===== src/rtl/tlb_pkg.sv =====
// Shared address geometry for the page translation cache.
// Assumes 32-bit virtual addresses, 30-bit physical addresses, 4 KB pages.
package tlb_pkg;
    localparam int VA_W    = 32;
    localparam int PA_W    = 30;
    localparam int OFS_W   = 12;
    localparam int VPN_W   = VA_W - OFS_W;
    localparam int PPN_W   = PA_W - OFS_W;
endpackage


===== src/rtl/tlb_store.sv =====
// Slot storage: valid bit, tag and physical page for each slot, plus the
// tag comparators for the lookup page and the fill page.
// Assumes at most one slot ever matches a given page (kept by the top).
module tlb_store
    import tlb_pkg::*;
#(
    parameter int N_ENTRIES = 8,
    parameter int IDX_W     = 3
) (
    input  logic                            clk,
    input  logic                            rst_n,
    input  logic                            clear,
    input  logic                            wr_en,
    input  logic [IDX_W-1:0]                wr_idx,
    input  logic [VPN_W-1:0]                wr_vpn,
    input  logic [PPN_W-1:0]                wr_ppn,
    input  logic [VPN_W-1:0]                lk_vpn,
    output logic [N_ENTRIES-1:0]            valid_vec,
    output logic [N_ENTRIES-1:0]            look_match,
    output logic [N_ENTRIES-1:0]            fill_match,
    output logic [N_ENTRIES-1:0][PPN_W-1:0] ppn_tab
);
    logic [N_ENTRIES-1:0][VPN_W-1:0] tag_tab;

    for (genvar g = 0; g < N_ENTRIES; g++) begin : g_slot
        // Purpose: hold one slot; reset and clear drop the valid bit.
        always_ff @(posedge clk) begin
            if (!rst_n || clear) begin
                valid_vec[g] <= 1'b0;
            end else if (wr_en && wr_idx == IDX_W'(g)) begin
                valid_vec[g] <= 1'b1;
                tag_tab[g]   <= wr_vpn;
                ppn_tab[g]   <= wr_ppn;
            end
        end

        assign look_match[g] = valid_vec[g] && (tag_tab[g] == lk_vpn);
        assign fill_match[g] = valid_vec[g] && (tag_tab[g] == wr_vpn);
    end
endmodule


===== src/rtl/tlb_victim.sv =====
// Picks the slot a fill writes: the slot already holding the page, else
// the lowest invalid slot, else the rotating pointer. Assumes fill_match
// is zero or one-hot.
module tlb_victim #(
    parameter int N_ENTRIES = 8,
    parameter int IDX_W     = 3
) (
    input  logic                 clk,
    input  logic                 rst_n,
    input  logic                 commit,
    input  logic [N_ENTRIES-1:0] valid_vec,
    input  logic [N_ENTRIES-1:0] fill_match,
    output logic [IDX_W-1:0]     wr_idx
);
    localparam logic [IDX_W-1:0] LAST = IDX_W'(N_ENTRIES - 1);

    logic [IDX_W-1:0] rr_q;
    logic [IDX_W-1:0] dup_idx;
    logic [IDX_W-1:0] free_idx;
    logic             dup_hit;
    logic             any_free;

    // Purpose: encode the one-hot duplicate vector into an index.
    always_comb begin
        dup_idx = '0;
        for (int i = 0; i < N_ENTRIES; i++) begin
            if (fill_match[i]) dup_idx = dup_idx | IDX_W'(i);
        end
    end

    // Purpose: find the lowest-numbered invalid slot.
    always_comb begin
        free_idx = '0;
        for (int i = N_ENTRIES - 1; i >= 0; i--) begin
            if (!valid_vec[i]) free_idx = IDX_W'(i);
        end
    end

    assign dup_hit  = |fill_match;
    assign any_free = ~&valid_vec;

    // Purpose: choose the write slot by priority.
    always_comb begin
        if (dup_hit)       wr_idx = dup_idx;
        else if (any_free) wr_idx = free_idx;
        else               wr_idx = rr_q;
    end

    // Purpose: advance the rotating pointer only on an eviction.
    always_ff @(posedge clk) begin
        if (!rst_n) begin
            rr_q <= '0;
        end else if (commit && !dup_hit && !any_free) begin
            rr_q <= (rr_q == LAST) ? '0 : rr_q + 1'b1;
        end
    end
endmodule


===== src/rtl/tlb_lookup.sv =====
// Combinational read side: reduces the match vector and selects the
// physical page by AND-OR over the one-hot match.
// Assumes look_match is zero or one-hot.
module tlb_lookup
    import tlb_pkg::*;
#(
    parameter int N_ENTRIES = 8
) (
    input  logic                            lk_valid,
    input  logic [OFS_W-1:0]                lk_ofs,
    input  logic [N_ENTRIES-1:0]            look_match,
    input  logic [N_ENTRIES-1:0][PPN_W-1:0] ppn_tab,
    output logic                            lk_hit,
    output logic                            lk_miss,
    output logic [PA_W-1:0]                 lk_paddr
);
    logic [PPN_W-1:0] sel_ppn;

    // Purpose: AND-OR select of the matching physical page.
    always_comb begin
        sel_ppn = '0;
        for (int i = 0; i < N_ENTRIES; i++) begin
            sel_ppn = sel_ppn | ({PPN_W{look_match[i]}} & ppn_tab[i]);
        end
    end

    assign lk_hit   = lk_valid && (|look_match);
    assign lk_miss  = lk_valid && !(|look_match);
    assign lk_paddr = lk_hit ? {sel_ppn, lk_ofs} : '0;
endmodule


===== src/rtl/xlat_cache.sv =====
// Fully associative page translation cache. Lookup is combinational; fill,
// flush and reset act at the clock edge. Assumes the walker only fills
// after a miss and raises fl_absent for non-resident pages.
module xlat_cache
    import tlb_pkg::*;
#(
    parameter int N_ENTRIES = 8
) (
    input  logic             clk,
    input  logic             rst_n,
    input  logic             lk_valid,
    input  logic [VA_W-1:0]  lk_vaddr,
    output logic             lk_hit,
    output logic             lk_miss,
    output logic [PA_W-1:0]  lk_paddr,
    input  logic             fl_valid,
    input  logic [VPN_W-1:0] fl_vpn,
    input  logic [PPN_W-1:0] fl_ppn,
    input  logic             fl_absent,
    output logic             fault,
    input  logic             flush
);
    localparam int IDX_W = (N_ENTRIES > 1) ? $clog2(N_ENTRIES) : 1;

    logic                            commit;
    logic [IDX_W-1:0]                wr_idx;
    logic [N_ENTRIES-1:0]            valid_vec;
    logic [N_ENTRIES-1:0]            look_match;
    logic [N_ENTRIES-1:0]            fill_match;
    logic [N_ENTRIES-1:0][PPN_W-1:0] ppn_tab;

    assign commit = fl_valid && !fl_absent && !flush;

    tlb_store #(.N_ENTRIES(N_ENTRIES), .IDX_W(IDX_W)) u_store (
        .clk        (clk),
        .rst_n      (rst_n),
        .clear      (flush),
        .wr_en      (commit),
        .wr_idx     (wr_idx),
        .wr_vpn     (fl_vpn),
        .wr_ppn     (fl_ppn),
        .lk_vpn     (lk_vaddr[VA_W-1:OFS_W]),
        .valid_vec  (valid_vec),
        .look_match (look_match),
        .fill_match (fill_match),
        .ppn_tab    (ppn_tab)
    );

    tlb_victim #(.N_ENTRIES(N_ENTRIES), .IDX_W(IDX_W)) u_victim (
        .clk        (clk),
        .rst_n      (rst_n),
        .commit     (commit),
        .valid_vec  (valid_vec),
        .fill_match (fill_match),
        .wr_idx     (wr_idx)
    );

    tlb_lookup #(.N_ENTRIES(N_ENTRIES)) u_lookup (
        .lk_valid   (lk_valid),
        .lk_ofs     (lk_vaddr[OFS_W-1:0]),
        .look_match (look_match),
        .ppn_tab    (ppn_tab),
        .lk_hit     (lk_hit),
        .lk_miss    (lk_miss),
        .lk_paddr   (lk_paddr)
    );

    // Purpose: one-cycle page fault report after an absent fill.
    always_ff @(posedge clk) begin
        if (!rst_n) fault <= 1'b0;
        else        fault <= fl_valid && fl_absent;
    end
endmodule


===== config.mk =====
export PLATFORM = sky130hd
export DESIGN_NAME = xlat_cache
export DESIGN_NICKNAME = d
export VERILOG_FILES = /design/src/rtl/tlb_pkg.sv /design/src/rtl/tlb_store.sv /design/src/rtl/tlb_victim.sv /design/src/rtl/tlb_lookup.sv /design/src/rtl/xlat_cache.sv
export SDC_FILE = /design/constraint.sdc
export NUM_CORES = 1
export LEC_CHECK = 0
export ABC_AREA = 0
export BUFFER_PORTS_ARGS = -buffer_cell sky130_fd_sc_hd__buf_2
export CELL_PAD_IN_SITES_DETAIL_PLACEMENT = 0
export CELL_PAD_IN_SITES_GLOBAL_PLACEMENT = 1
export CORE_MARGIN = 2
export CORE_UTILIZATION = 40
export CTS_CLUSTER_DIAMETER = 50
export DETAILED_ROUTE_END_ITERATION = 10
export GPL_TIMING_DRIVEN = 0
export PLACE_DENSITY_LB_ADDON = 0.1
export SYNTH_ARGS = -nofsm -noshare
export SYNTH_HDL_FRONTEND = slang
export SYNTH_HIERARCHICAL = 1
export SYNTH_SLANG_ARGS = --single-unit
export TNS_END_PERCENT = 1

===== constraint.sdc =====
create_clock -name clk -period 8.6 [get_ports clk]
set_input_delay 2.15 -clock clk [delete_from_list [all_inputs] [get_ports clk]]
set_output_delay 2.15 -clock clk [all_outputs]
set_load 0.005 [all_outputs]

==> impl_metrics.tcl <==
set metrics [dict create \
    status "finished, final reports clean" \
    clock-sinks 316 \
    dr_wl_met3_microns 3260 \
    grt_util_all_layers 0.240 \
    initial_core_util 0.403 \
    ys_ff_latch 316 \
    relSlewSlack 0.296 \
    r2r_slack_ns 4.15 \
    cts_resized 0 \
    final_area_sq_um 17500 \
    hold_viol 0 \
    arrival_ns 5.52 \
    skew_ns 0.0209 \
    cellPowerDensity_nw_per_um2 209 \
    ys_warn_count 6 \
    placement_rows 70 \
    fp.coreArea_sq_um 36300 \
    cp_max_fo 10 \
    area_growth_syn_to_layout_pct 19.2 \
    routed.top_layer "met4" \
    hold_ws_ns 0.506 \
    io_buffers 88 \
    clk_pin_slew_worst_paths_ns 0.04 \
    syn-mean-instance-area_sq_um 15.0 \
    cts_root_buffer "clkbuf_16" \
    fin_nets 1216 \
    antenna_left 0 \
    postCtsSetupBuffers 0 \
    hold_path.class "reg2reg" \
    wl_met1_microns 20400 \
    final-setup-viol-count 0 \
    met2_length_microns 20200 \
    worstPathRequired_ns 6.45 \
    wire_per_inst_microns 27.6 \
    finish.utilization 0.481 \
    seq_area_frac_synth 0.639 \
    max_slew.worst_pin.slew_ns 1.05 \
    final_cell_mix "edfxtp_1 (304), xnor2_1 (192), xor2_1 (128)" \
    dieHeight_microns 195 \
    clock_latency_ns 0.56 \
    criticalPathCategory "in2out" \
    die_w_microns 195 \
    hpwl_microns 32900 \
    cts_max_level 2 \
    hold_depth 2 \
    cts_made_buffers 42 \
    placedInstanceArea_sq_um 16100 \
    holdPathEnd "u_victim/rr_q[1]" \
    antenna_found_initial 1 \
    gr-total-overflow 0 \
    tritoncts "built" \
    synth_nets 1052 \
    finalCritPeriodShare 0.892 \
    clock_path_buffers 3 \
    grt_pass1_wl_microns 64000 \
    ioPinCount 109 \
    grt_pass1_vias 8944 \
    peakVddDrop_v 0.000157 \
    num_vias 8956 \
    gp_congestion 0.927 \
    first_iter_violations 731 \
    drc 0 \
    hp-start "u_victim/rr_q[1]" \
    yosys_most_used_dff "edfxtp_1" \
    synthCells 974 \
    rsz0062_at_grt "no" \
    syn_area_sq_um 14700 \
    layout-drive-gt1-share 0.235 \
    slew_viol_final 0 \
    critPathLaunchType "input port" \
    r2r_cells 12 \
    max-cap-violations 0 \
    seq_area_sq_um 9370 \
    r2r-start "u_store/tag_tab[15]" \
    power_uw 3650 \
    drt_wl_total_microns 45300 \
    layout_commonest_cell "edfxtp_1" \
    postCtsHoldBufs 0 \
    dieArea_sq_um 38200 \
    multi_input_area_sq_um 4870 \
    dr.pass1.iters 5 \
    nFillCells 3181 \
    grt_max_degree 26 \
    max_freq_mhz 130 \
    vias_per_cell 5.46 \
    min_period_ns 7.67 \
    async_reset_ff_frac 0 \
    end_kind "primary output" \
    synth_edf_count 304 \
    reg2reg_to "u_store/tag_tab[104]" \
    p_leak_uw 0.00575 \
    fin_cells 1640 \
    synth.distinct_cells 39 \
    dp.cells 1562 \
]
[report_power, final]
group | internal, uW | switching, uW | leakage, uW
clock | 1080 | 681 | 0.000683
sequential | 1690 | 1.41 | 0.00283
combinational | 69.8 | 130 | 0.00224
[cells in the mapped netlist, drive strengths merged (2+ instances only)]
cell type / count / share of area
nor2b: 2 / 0.00085
ha: 2 / 0.0017
a21o: 8 / 0.0041
nor3: 4 / 0.0014
xor2: 128 / 0.076
nand2: 13 / 0.0033
nor4: 56 / 0.034
a221oi: 18 / 0.011
buf: 52 / 0.029
nand4: 51 / 0.022
nor2: 5 / 0.0013
a22o: 18 / 0.011
and2: 12 / 0.0067
edfxtp: 304 / 0.62
o21ai: 2 / 0.00068
a31oi: 18 / 0.0077
a22oi: 36 / 0.018
clkbuf: 8 / 0.0020
and3: 2 / 0.00085
inv: 2 / 0.00068
mux2i: 3 / 0.0020
nand3: 17 / 0.0058
dfxtp: 12 / 0.016
xnor2: 192 / 0.11
[kinds of logic after synthesis]
family	share of synthesized area
flops	0.639
fa+ha+maj	0.00171
simple gates	0.0780
mux	0.00205
buf+inv	0.0318
xor+xnor	0.191
compound gates	0.0559
[worst max path at each step]
stage / from / end / slack (ns)
floorplan: fl_vpn[13] / u_store/ppn_tab[18] / 0.69
global placement: fl_vpn[4] / u_store/ppn_tab[31] / -4.68
detailed placement: lk_vaddr[13] / lk_paddr[20] / 1.00
CTS: lk_vaddr[13] / lk_paddr[20] / 0.99
global route: lk_vaddr[13] / lk_paddr[20] / 0.80
finish: lk_vaddr[13] / lk_paddr[20] / 0.93
[routing by layer]
layer,vias up,GRT usage
met4,0,0.0845
met1,4577,0.337
met5,-,0
met2,291,0.364
met3,71,0.0598
li1,4017,-
[per-stage QoR]
stage	worst slack (ns)	TNS, ns
final	0.931	0
after global routing	0.803	0
after CTS	0.991	0
after detailed placement	1.00	0
after global placement	-4.68	-749.25
after floorplan	0.686	0
[cell type report]
class / count / area share
Inverter: 2 / 0.000573
Multi-Input combinational cell: 596 / 0.279
Antenna cell: 1 / 0.000143
Tap cell: 468 / 0.0335
Clock buffer: 51 / 0.0657
Sequential cell: 316 / 0.536
Timing Repair Buffer: 120 / 0.0445
Buffer: 60 / 0.0261
Clock inverter: 26 / 0.0144
[sequential cells by signal, indices dropped and copies added (netlist names)]
name,count
u_store/ppn_tab,144
fault,1
u_store/tag_tab,160
u_store/valid_vec,8
u_victim/rr_q,3
[worst max-delay path, stage by stage]
cell,delay (ns)
buf_6,0.15
xor2_1,0.24
nor4_1,0.92
nand4_1,0.20
nor4_2,0.23
buf_2,0.31
clkbuf_1,0.51
a22o_1,0.25
a221oi_1,0.05
a31oi_1,0.31
buf_2,0.17
No activity file was read; power rests on OpenSTA's default activity.
